[src/rtl/stdp_pkg.sv]
package stdp_pkg;

    typedef enum logic [1:0] {
        ST_IDLE,
        ST_CAPTURE,
        ST_COMPUTE,
        ST_APPLY
    } state_t;

    // default widths
    localparam int unsigned TS_W_DEF      = 8;
    localparam int unsigned MAG_W_DEF     = 8;
    localparam int unsigned RATE_W_DEF    = 4;
    localparam int unsigned TRACE_W_DEF   = 8;
    localparam int unsigned DATA_W_DEF    = 8;
    localparam int unsigned BIN_SHIFT_DEF = 2;

    // plasticity table: bins per half, two halves
    localparam int unsigned N_BINS  = 4;
    localparam int unsigned TBL_N   = 2 * N_BINS;
    localparam int unsigned TBL_IW  = $clog2(TBL_N);
    localparam int unsigned CFG_AW  = 4;

    // register addresses; addr[3] selects the table, addr[2] the half
    localparam logic [CFG_AW-1:0] A_CTRL       = 4'd0;
    localparam logic [CFG_AW-1:0] A_RATE       = 4'd1;
    localparam logic [CFG_AW-1:0] A_TRACE_INIT = 4'd2;
    localparam logic [CFG_AW-1:0] A_DECAY      = 4'd3;

    // control bit positions
    localparam int unsigned C_ARM  = 0;
    localparam int unsigned C_CONT = 1;
    localparam int unsigned C_ANTI = 2;
    localparam int unsigned C_RWD  = 3;

endpackage

[src/rtl/stdp_cfg_regs.sv]
module stdp_cfg_regs
    import stdp_pkg::*;
#(
    parameter int unsigned MAG_W   = MAG_W_DEF,
    parameter int unsigned RATE_W  = RATE_W_DEF,
    parameter int unsigned TRACE_W = TRACE_W_DEF,
    parameter int unsigned DATA_W  = DATA_W_DEF
) (
    input  logic                          clk,
    input  logic                          rst_n,
    input  logic                          we,
    input  logic [CFG_AW-1:0]             addr,
    input  logic [DATA_W-1:0]             wdata,
    output logic                          arm,
    output logic                          cont_mode,
    output logic                          anti_mode,
    output logic                          rwd_mode,
    output logic [RATE_W-1:0]             rate,
    output logic [TRACE_W-1:0]            trace_init,
    output logic [TRACE_W-1:0]            decay_per,
    output logic [TBL_N-1:0][MAG_W-1:0]   tbl
);

    assign arm = we && (addr == A_CTRL) && wdata[C_ARM];

    always_ff @(posedge clk) begin
        if (!rst_n) begin
            cont_mode  <= 1'b0;
            anti_mode  <= 1'b0;
            rwd_mode   <= 1'b0;
            rate       <= RATE_W'(1);
            trace_init <= '0;
            decay_per  <= '0;
            tbl        <= '0;
        end else if (we) begin
            if (addr[CFG_AW-1]) begin
                tbl[addr[TBL_IW-1:0]] <= wdata[MAG_W-1:0];
            end else begin
                unique case (addr)
                    A_CTRL: begin
                        cont_mode <= wdata[C_CONT];
                        anti_mode <= wdata[C_ANTI];
                        rwd_mode  <= wdata[C_RWD];
                    end
                    A_RATE:       rate       <= wdata[RATE_W-1:0];
                    A_TRACE_INIT: trace_init <= wdata[TRACE_W-1:0];
                    A_DECAY:      decay_per  <= wdata[TRACE_W-1:0];
                    default: ;
                endcase
            end
        end
    end

endmodule

[src/rtl/stdp_delta_calc.sv]
module stdp_delta_calc
    import stdp_pkg::*;
#(
    parameter int unsigned TS_W      = TS_W_DEF,
    parameter int unsigned MAG_W     = MAG_W_DEF,
    parameter int unsigned RATE_W    = RATE_W_DEF,
    parameter int unsigned BIN_SHIFT = BIN_SHIFT_DEF
) (
    input  logic [TS_W-1:0]                  pre_ts,
    input  logic [TS_W-1:0]                  post_ts,
    input  logic [TBL_N-1:0][MAG_W-1:0]      tbl,
    input  logic [RATE_W-1:0]                rate,
    input  logic                             anti,
    output logic signed [MAG_W+RATE_W:0]     delta
);

    localparam int unsigned BIN_W = $clog2(N_BINS);
    localparam int unsigned PROD_W = MAG_W + RATE_W;

    logic [TS_W-1:0]   diff, mag, shifted;
    logic              neg;
    logic [BIN_W-1:0]  bin;
    logic [MAG_W-1:0]  entry;
    logic [PROD_W-1:0] prod;
    logic signed [PROD_W:0] mag_s;

    always_comb begin
        diff    = post_ts - pre_ts;          // wraps modulo 2^TS_W
        neg     = diff[TS_W-1];
        mag     = neg ? (~diff + 1'b1) : diff;
        shifted = mag >> BIN_SHIFT;
        bin     = (shifted > TS_W'(N_BINS - 1)) ? BIN_W'(N_BINS - 1)
                                                : shifted[BIN_W-1:0];
        entry   = tbl[{neg, bin}];           // upper half holds depression
        prod    = {{RATE_W{1'b0}}, entry} * {{MAG_W{1'b0}}, rate};
        mag_s   = $signed({1'b0, prod});
        delta   = (neg ^ anti) ? -mag_s : mag_s;
    end

endmodule

[src/rtl/stdp_trace.sv]
module stdp_trace #(
    parameter int unsigned TRACE_W = stdp_pkg::TRACE_W_DEF
) (
    input  logic               clk,
    input  logic               rst_n,
    input  logic               load,
    input  logic [TRACE_W-1:0] init,
    input  logic [TRACE_W-1:0] period,
    output logic [TRACE_W-1:0] trace
);

    logic [TRACE_W-1:0] div_q;

    always_ff @(posedge clk) begin
        if (!rst_n) begin
            trace <= '0;
            div_q <= '0;
        end else if (load) begin
            trace <= init;
            div_q <= '0;
        end else if (div_q == period) begin
            div_q <= '0;
            if (trace != '0) trace <= trace - 1'b1;
        end else begin
            div_q <= div_q + 1'b1;
        end
    end

endmodule

[src/rtl/stdp_update_unit.sv]
module stdp_update_unit
    import stdp_pkg::*;
#(
    parameter int unsigned TS_W      = TS_W_DEF,
    parameter int unsigned MAG_W     = MAG_W_DEF,
    parameter int unsigned RATE_W    = RATE_W_DEF,
    parameter int unsigned TRACE_W   = TRACE_W_DEF,
    parameter int unsigned DATA_W    = DATA_W_DEF,
    parameter int unsigned BIN_SHIFT = BIN_SHIFT_DEF
) (
    input  logic                          clk,
    input  logic                          rst_n,
    input  logic                          pre_spike,
    input  logic                          post_spike,
    input  logic                          reward,
    input  logic                          cfg_we,
    input  logic [CFG_AW-1:0]             cfg_addr,
    input  logic [DATA_W-1:0]             cfg_wdata,
    output logic                          delta_valid,
    output logic signed [MAG_W+RATE_W:0]  delta_out,
    output logic                          done
);

    localparam int unsigned DELTA_W = MAG_W + RATE_W + 1;

    state_t state_q, state_d;

    logic                         arm, cont_mode, anti_mode, rwd_mode;
    logic [RATE_W-1:0]            rate;
    logic [TRACE_W-1:0]           trace_init, decay_per, trace_q;
    logic [TBL_N-1:0][MAG_W-1:0]  tbl;

    logic [TS_W-1:0]              ts_q, pre_ts_q, post_ts_q;
    logic                         pre_got_q, post_got_q;
    logic signed [DELTA_W-1:0]    calc_delta, delta_q;
    logic                         done_q;
    logic                         pair_done, load_trace, commit, drop;

    stdp_cfg_regs #(
        .MAG_W(MAG_W), .RATE_W(RATE_W), .TRACE_W(TRACE_W), .DATA_W(DATA_W)
    ) u_cfg (
        .clk(clk), .rst_n(rst_n), .we(cfg_we), .addr(cfg_addr), .wdata(cfg_wdata),
        .arm(arm), .cont_mode(cont_mode), .anti_mode(anti_mode), .rwd_mode(rwd_mode),
        .rate(rate), .trace_init(trace_init), .decay_per(decay_per), .tbl(tbl)
    );

    stdp_delta_calc #(
        .TS_W(TS_W), .MAG_W(MAG_W), .RATE_W(RATE_W), .BIN_SHIFT(BIN_SHIFT)
    ) u_calc (
        .pre_ts(pre_ts_q), .post_ts(post_ts_q), .tbl(tbl), .rate(rate),
        .anti(anti_mode), .delta(calc_delta)
    );

    stdp_trace #(.TRACE_W(TRACE_W)) u_trace (
        .clk(clk), .rst_n(rst_n), .load(load_trace), .init(trace_init),
        .period(decay_per), .trace(trace_q)
    );

    assign pair_done  = (pre_got_q || pre_spike) && (post_got_q || post_spike);
    assign load_trace = (state_q == ST_CAPTURE) && pair_done;
    assign commit     = !rwd_mode || (reward && (trace_q != '0));
    assign drop       = rwd_mode && (trace_q == '0);

    // state register
    always_ff @(posedge clk) begin
        if (!rst_n) state_q <= ST_IDLE;
        else        state_q <= state_d;
    end

    // next-state logic
    always_comb begin
        state_d = state_q;
        unique case (state_q)
            ST_IDLE:    if (arm) state_d = ST_CAPTURE;
            ST_CAPTURE: if (pair_done) state_d = ST_COMPUTE;
            ST_COMPUTE: state_d = ST_APPLY;
            ST_APPLY:   if (commit || drop) state_d = cont_mode ? ST_CAPTURE : ST_IDLE;
            default:    state_d = ST_IDLE;
        endcase
    end

    // timestamp counter, spike capture, result and done flag
    always_ff @(posedge clk) begin
        if (!rst_n) begin
            ts_q       <= '0;
            pre_ts_q   <= '0;
            post_ts_q  <= '0;
            pre_got_q  <= 1'b0;
            post_got_q <= 1'b0;
            delta_q    <= '0;
            done_q     <= 1'b0;
        end else begin
            ts_q <= ts_q + 1'b1;
            if (state_q != ST_CAPTURE) begin
                pre_got_q  <= 1'b0;
                post_got_q <= 1'b0;
            end else begin
                if (pre_spike && !pre_got_q) begin
                    pre_ts_q  <= ts_q;
                    pre_got_q <= 1'b1;
                end
                if (post_spike && !post_got_q) begin
                    post_ts_q  <= ts_q;
                    post_got_q <= 1'b1;
                end
            end
            if (state_q == ST_COMPUTE) delta_q <= calc_delta;
            if (state_q == ST_IDLE && arm)
                done_q <= 1'b0;
            else if (state_q == ST_APPLY && state_d == ST_IDLE)
                done_q <= 1'b1;
        end
    end

    // outputs
    always_comb begin
        delta_valid = (state_q == ST_APPLY) && commit;
        delta_out   = delta_valid ? delta_q : '0;
        done        = done_q;
    end

endmodule

[config.mk]
export PLATFORM = sky130hd
export DESIGN_NAME = stdp_update_unit
export DESIGN_NICKNAME = d
export VERILOG_FILES = /design/src/rtl/stdp_pkg.sv /design/src/rtl/stdp_cfg_regs.sv /design/src/rtl/stdp_delta_calc.sv /design/src/rtl/stdp_trace.sv /design/src/rtl/stdp_update_unit.sv
export SDC_FILE = /design/constraint.sdc
export NUM_CORES = 1
export LEC_CHECK = 0
export ABC_CLOCK_PERIOD_IN_PS = 7120
export CORE_MARGIN = 4
export CORE_UTILIZATION = 50
export DETAILED_ROUTE_END_ITERATION = 10
export PLACE_DENSITY = 0.68
export SYNTH_ARGS = -nofsm -noshare
export SYNTH_HDL_FRONTEND = slang
export SYNTH_SLANG_ARGS = --single-unit
[constraint.sdc]
create_clock -name clk -period 7.12 [get_ports clk]
set_input_delay 1.424 -clock clk [delete_from_list [all_inputs] [get_ports clk]]
set_output_delay 1.424 -clock clk [all_outputs]
set_load 0.1 [all_outputs]
==> out/metrics.cfg <==
[run_status]
status=complete, no violations

[setup_path]
startpoint_type=flop
crit_required_ns=7.43
critical_path_cell_with_the_highest_stage_delay=sky130_fd_sc_hd__fa_1
critPathKind=reg -> reg
worstRegToRegCells=28
setup.worst_path.end_class=flop
timing.critical_path.arrival_ns=6.93
crit_fanout=16
timing.critical_path.slowest_cell_delay_ns=0.53
critical_path.most_common_cell=sky130_fd_sc_hd__inv_1

[yosys]
synth_top_cell_by_area=sky130_fd_sc_hd__dfxtp_1
synth_sequential_area_ratio_pct=35.4
synthAdderAreaFrac_pct=7.44
synth_seq_cells=145
ys_warn_count=0
yosys.cell_types.count=62
syn_area_per_cell_um2=8.56
synth-edff-count=0
synthTopCellsByArea=sky130_fd_sc_hd__dfxtp_1 35%, sky130_fd_sc_hd__mux2i_1 13%, sky130_fd_sc_hd__nor2_1 7.8%
async_reset_ff_share_pct=0
synth_cells=958
yosysMostFrequentCell=sky130_fd_sc_hd__nor2_1
simple_gate_share_of_the_synthesized_area_pct=21.6
synth_xor_xnor_area_share_pct=4.70
synth.net_count=1017
combinational_family_with_the_most_area_after_synthesis=simple AND/OR/NAND/NOR gates
synth_top_area_share_pct=35.4
muxShareOfSynthArea_pct=13.1
cell_area_after_synthesis_um2=8200
synthFlopType=sky130_fd_sc_hd__dfxtp_1
synth_compound_gate_area_share_pct=12.6
synth.cells.most_frequent=171 x sky130_fd_sc_hd__nor2_1, 145 x sky130_fd_sc_hd__dfxtp_1, 104 x sky130_fd_sc_hd__mux2i_1, 49 x sky130_fd_sc_hd__inv_1, 49 x sky130_fd_sc_hd__nand3_1

[timing]
max_freq_mhz=151
slew_violations=0
tcrit_tclk_final_pct=93.0
timing.slew.headroom_pct=24.4
finalSetupTns_ns=0
final.setup_skew_ns=0.0116
worst_slew_pin_slew_ns=1.13
timing.final.hold_violations=0
setup_viol=0
finalCriticalPeriod_ns=6.62
setup_repair_after_global_routing_missed_its_margin=false

[global_routing]
vias_in_the_first_global_route=6220
grt_remaining_overflow=0
grt_pass1_wl_um=32000
grtUsageTotal_pct=21.5
initial_antenna_violation_count=0
maximum_number_of_pins_on_one_net_before_global_route_repair=58

[placed_design]
detailedPlacementHpwl_um=13500
routabilityCongestion=0.825
numPlacedInstances=1163
port_buffers=32

[finish]
layout-drive-gt1-share_pct=7.97
finish.cell_count_without_fillers=1195
synthToLayoutAreaGrowth_pct=12.8
postLayoutCoreUtil_pct=57.8
ant_diodes=0
final_net_count=1025
fillerInstances=1524

[clock_tree]
worstSkewPairLatency_ns=0.42
clock-sinks=145
clock_tree.htree_level_count=4
cts_root_buffer=sky130_fd_sc_hd__clkbuf_16
max-clock-path-buffers=2
tritoncts_buffers=17
clkTransAtPathRegs_ns=0.07
tritoncts=done
post_cts_buffers=0

[power]
comb_power_share_pct=11.1
power.net_switching_mw=0.526
clockPowerShare_pct=44.3
p_leak_nw=3.70
internal_power_mw=1.41
ir_drop_mv=0.171
fin_total_pwr_mw=1.94
cellPowerDensity_nw_per_um2=209
p_seq_share_pct=44.6
power.share.switching_pct=27.2

[detailed_routing]
route.antenna.remaining_nets=0
detail_route.drc_violations=0
vias_per_instance=5.41
detail_route.wirelength_um=18900
drt_pre_antenna_iters=7
drt_iter0_markers=379
route.vias.total=6469
wire_per_inst_um=15.8

[die]
rows=46
die-area_um2=18500
dieWidth_um=136
die_height_um=136
core_um2=16000
top_level_ports=33
initial_utilization_pct=51.3

[min_path]
hold_path_class=reg -> reg
holdPathStages=2

[run]
timing.max_cap.violations=0

## layout make-up
type                    count  area (um^2)  share of cell area (%)
multi-input cells         708         4900                    53.0
flip-flops and latches    145         2900                    31.4
well taps                 216          270                    2.92
repair buffers             45          418                    4.52
clock inverters            13          120                    1.30
inverters                  49          185                    2.00
clock buffers              19          453                    4.89
## cells in the final DEF (no fill, tap or decap), types with 4 or more instances in the layout
cell                              synthesis  routed
sky130_fd_sc_hd__nor2_1                 171     171
sky130_fd_sc_hd__nand2b_1                14      14
sky130_fd_sc_hd__inv_1                   49      48
sky130_fd_sc_hd__and3_1                   9       9
sky130_fd_sc_hd__o21ai_0                 15      15
sky130_fd_sc_hd__fa_1                    13      13
sky130_fd_sc_hd__xnor2_1                 17      17
sky130_fd_sc_hd__nand3_1                 49      49
sky130_fd_sc_hd__o22ai_1                  9       9
sky130_fd_sc_hd__a311oi_1                 5       5
sky130_fd_sc_hd__clkinv_4                 0       4
sky130_fd_sc_hd__buf_4                    0      13
sky130_fd_sc_hd__ha_1                    28      28
sky130_fd_sc_hd__nor4_1                   5       5
sky130_fd_sc_hd__a21oi_1                 30      30
sky130_fd_sc_hd__a211oi_1                24      24
sky130_fd_sc_hd__a21o_1                   4       4
sky130_fd_sc_hd__o211ai_1                 5       5
sky130_fd_sc_hd__nand2_1                 45      45
sky130_fd_sc_hd__clkdlybuf4s50_1          0      32
sky130_fd_sc_hd__xor2_1                  27      27
sky130_fd_sc_hd__nor3_1                   8       7
sky130_fd_sc_hd__mux2i_1                104     104
sky130_fd_sc_hd__nor2b_1                  6       6
sky130_fd_sc_hd__and2_1                  35      35
sky130_fd_sc_hd__o311ai_1                 4       5
sky130_fd_sc_hd__clkbuf_16                0      17
sky130_fd_sc_hd__nand4_1                  7       7
sky130_fd_sc_hd__dfxtp_1                145     145
sky130_fd_sc_hd__nand3b_1                 4       4
sky130_fd_sc_hd__a211oi_2                 7       7
sky130_fd_sc_hd__or3_1                    7       7
sky130_fd_sc_hd__o31ai_2                  4       4
## metal layers
| metal | vias up | global-route usage (%) | routed length [um] |
|---|---|---|---|
| li1 | 3327 | - | - |
| met2 | 103 | 34.7 | 8720 |
| met4 | 0 | 6.22 | 305 |
| met5 | - | 0 | 0 |
| met3 | 19 | 3.55 | 481 |
| met1 | 3020 | 29.7 | 9420 |
## worst paths after layout
check / startpoint / endpoint / slack (ns)
max: post_ts_q[0] / delta_q[11] / 0.50
max reg2reg: post_ts_q[0] / delta_q[11] / 0.50
min: u_cfg.cont_mode / u_cfg.cont_mode / 0.46
min reg2reg: u_cfg.cont_mode / u_cfg.cont_mode / 0.46
## kinds of logic (layout without fill, tap and decap cells)
kind of cell             count (synthesis)  in the layout
buffers and inverters                  105            126
multiplexers                           107            107
adder cells (fa/ha/maj)                 41             41
AND/OR/NAND/NOR                        376            376
flip-flops                             145            145
AO/OA/AOI/OAI                          140            140
XOR/XNOR                                44             44
## sequential cells by signal, summed over array words and instances, names as in the netlist
| name | flops |
|---|---|
| u_cfg.trace_init | 8 |
| state_q | 2 |
| ts_q | 8 |
| pre_got_q | 1 |
| u_cfg.rwd_mode | 1 |
| u_trace.div_q | 8 |
| u_trace.trace | 8 |
| post_ts_q | 8 |
| post_got_q | 1 |
| u_cfg.cont_mode | 1 |
| u_cfg.decay_per | 8 |
| u_cfg.tbl | 64 |
| done | 1 |
| delta_q | 13 |
| pre_ts_q | 8 |
| u_cfg.anti_mode | 1 |
| u_cfg.rate | 4 |
## stage by stage
stage / hold WS [ns] / worst slack, ns / instance area (um^2)
6_report: 0.461 / 0.496 / 9250
5_1_grt: 0.476 / 0.0117 / 9250
4_1_cts: 0.461 / 0.371 / 9240
3_5_place_dp: 0.451 / 0.398 / 8670
3_3_place_gp: 0.447 / 0.533 / 8670
2_1_floorplan: 0.432 / 0.763 / 8200
## power by group through the flow
| stage | logic (mW) | registers, mW | clock network [mW] |
|---|---|---|---|
| 2_1_floorplan | 0.170 | 0.875 | 0 |
| 3_3_place_gp | 0.214 | 0.881 | 0 |
| 3_5_place_dp | 0.214 | 0.881 | 0 |
| 4_1_cts | 0.216 | 0.863 | 0.871 |
| 5_1_grt | 0.243 | 0.867 | 0.907 |
| 6_report | 0.215 | 0.863 | 0.858 |
## critical path: cells and delay by family (launching register included)
family          cells  cell delay, ns
fa+ha+maj           5            2.01
compound gates      8            1.60
simple gates        7            1.52
buf+inv             6            0.64
flops               1            0.30
mux                 1            0.24
xor+xnor            1            0.22
## timing repair
action / 4_1_cts / 5_1_grt
gates resized for setup: 0 / 6
setup endpoints to repair: 0 / 4
hold buffers: 0 / 0
No activity file was read; power rests on OpenSTA's default activity.
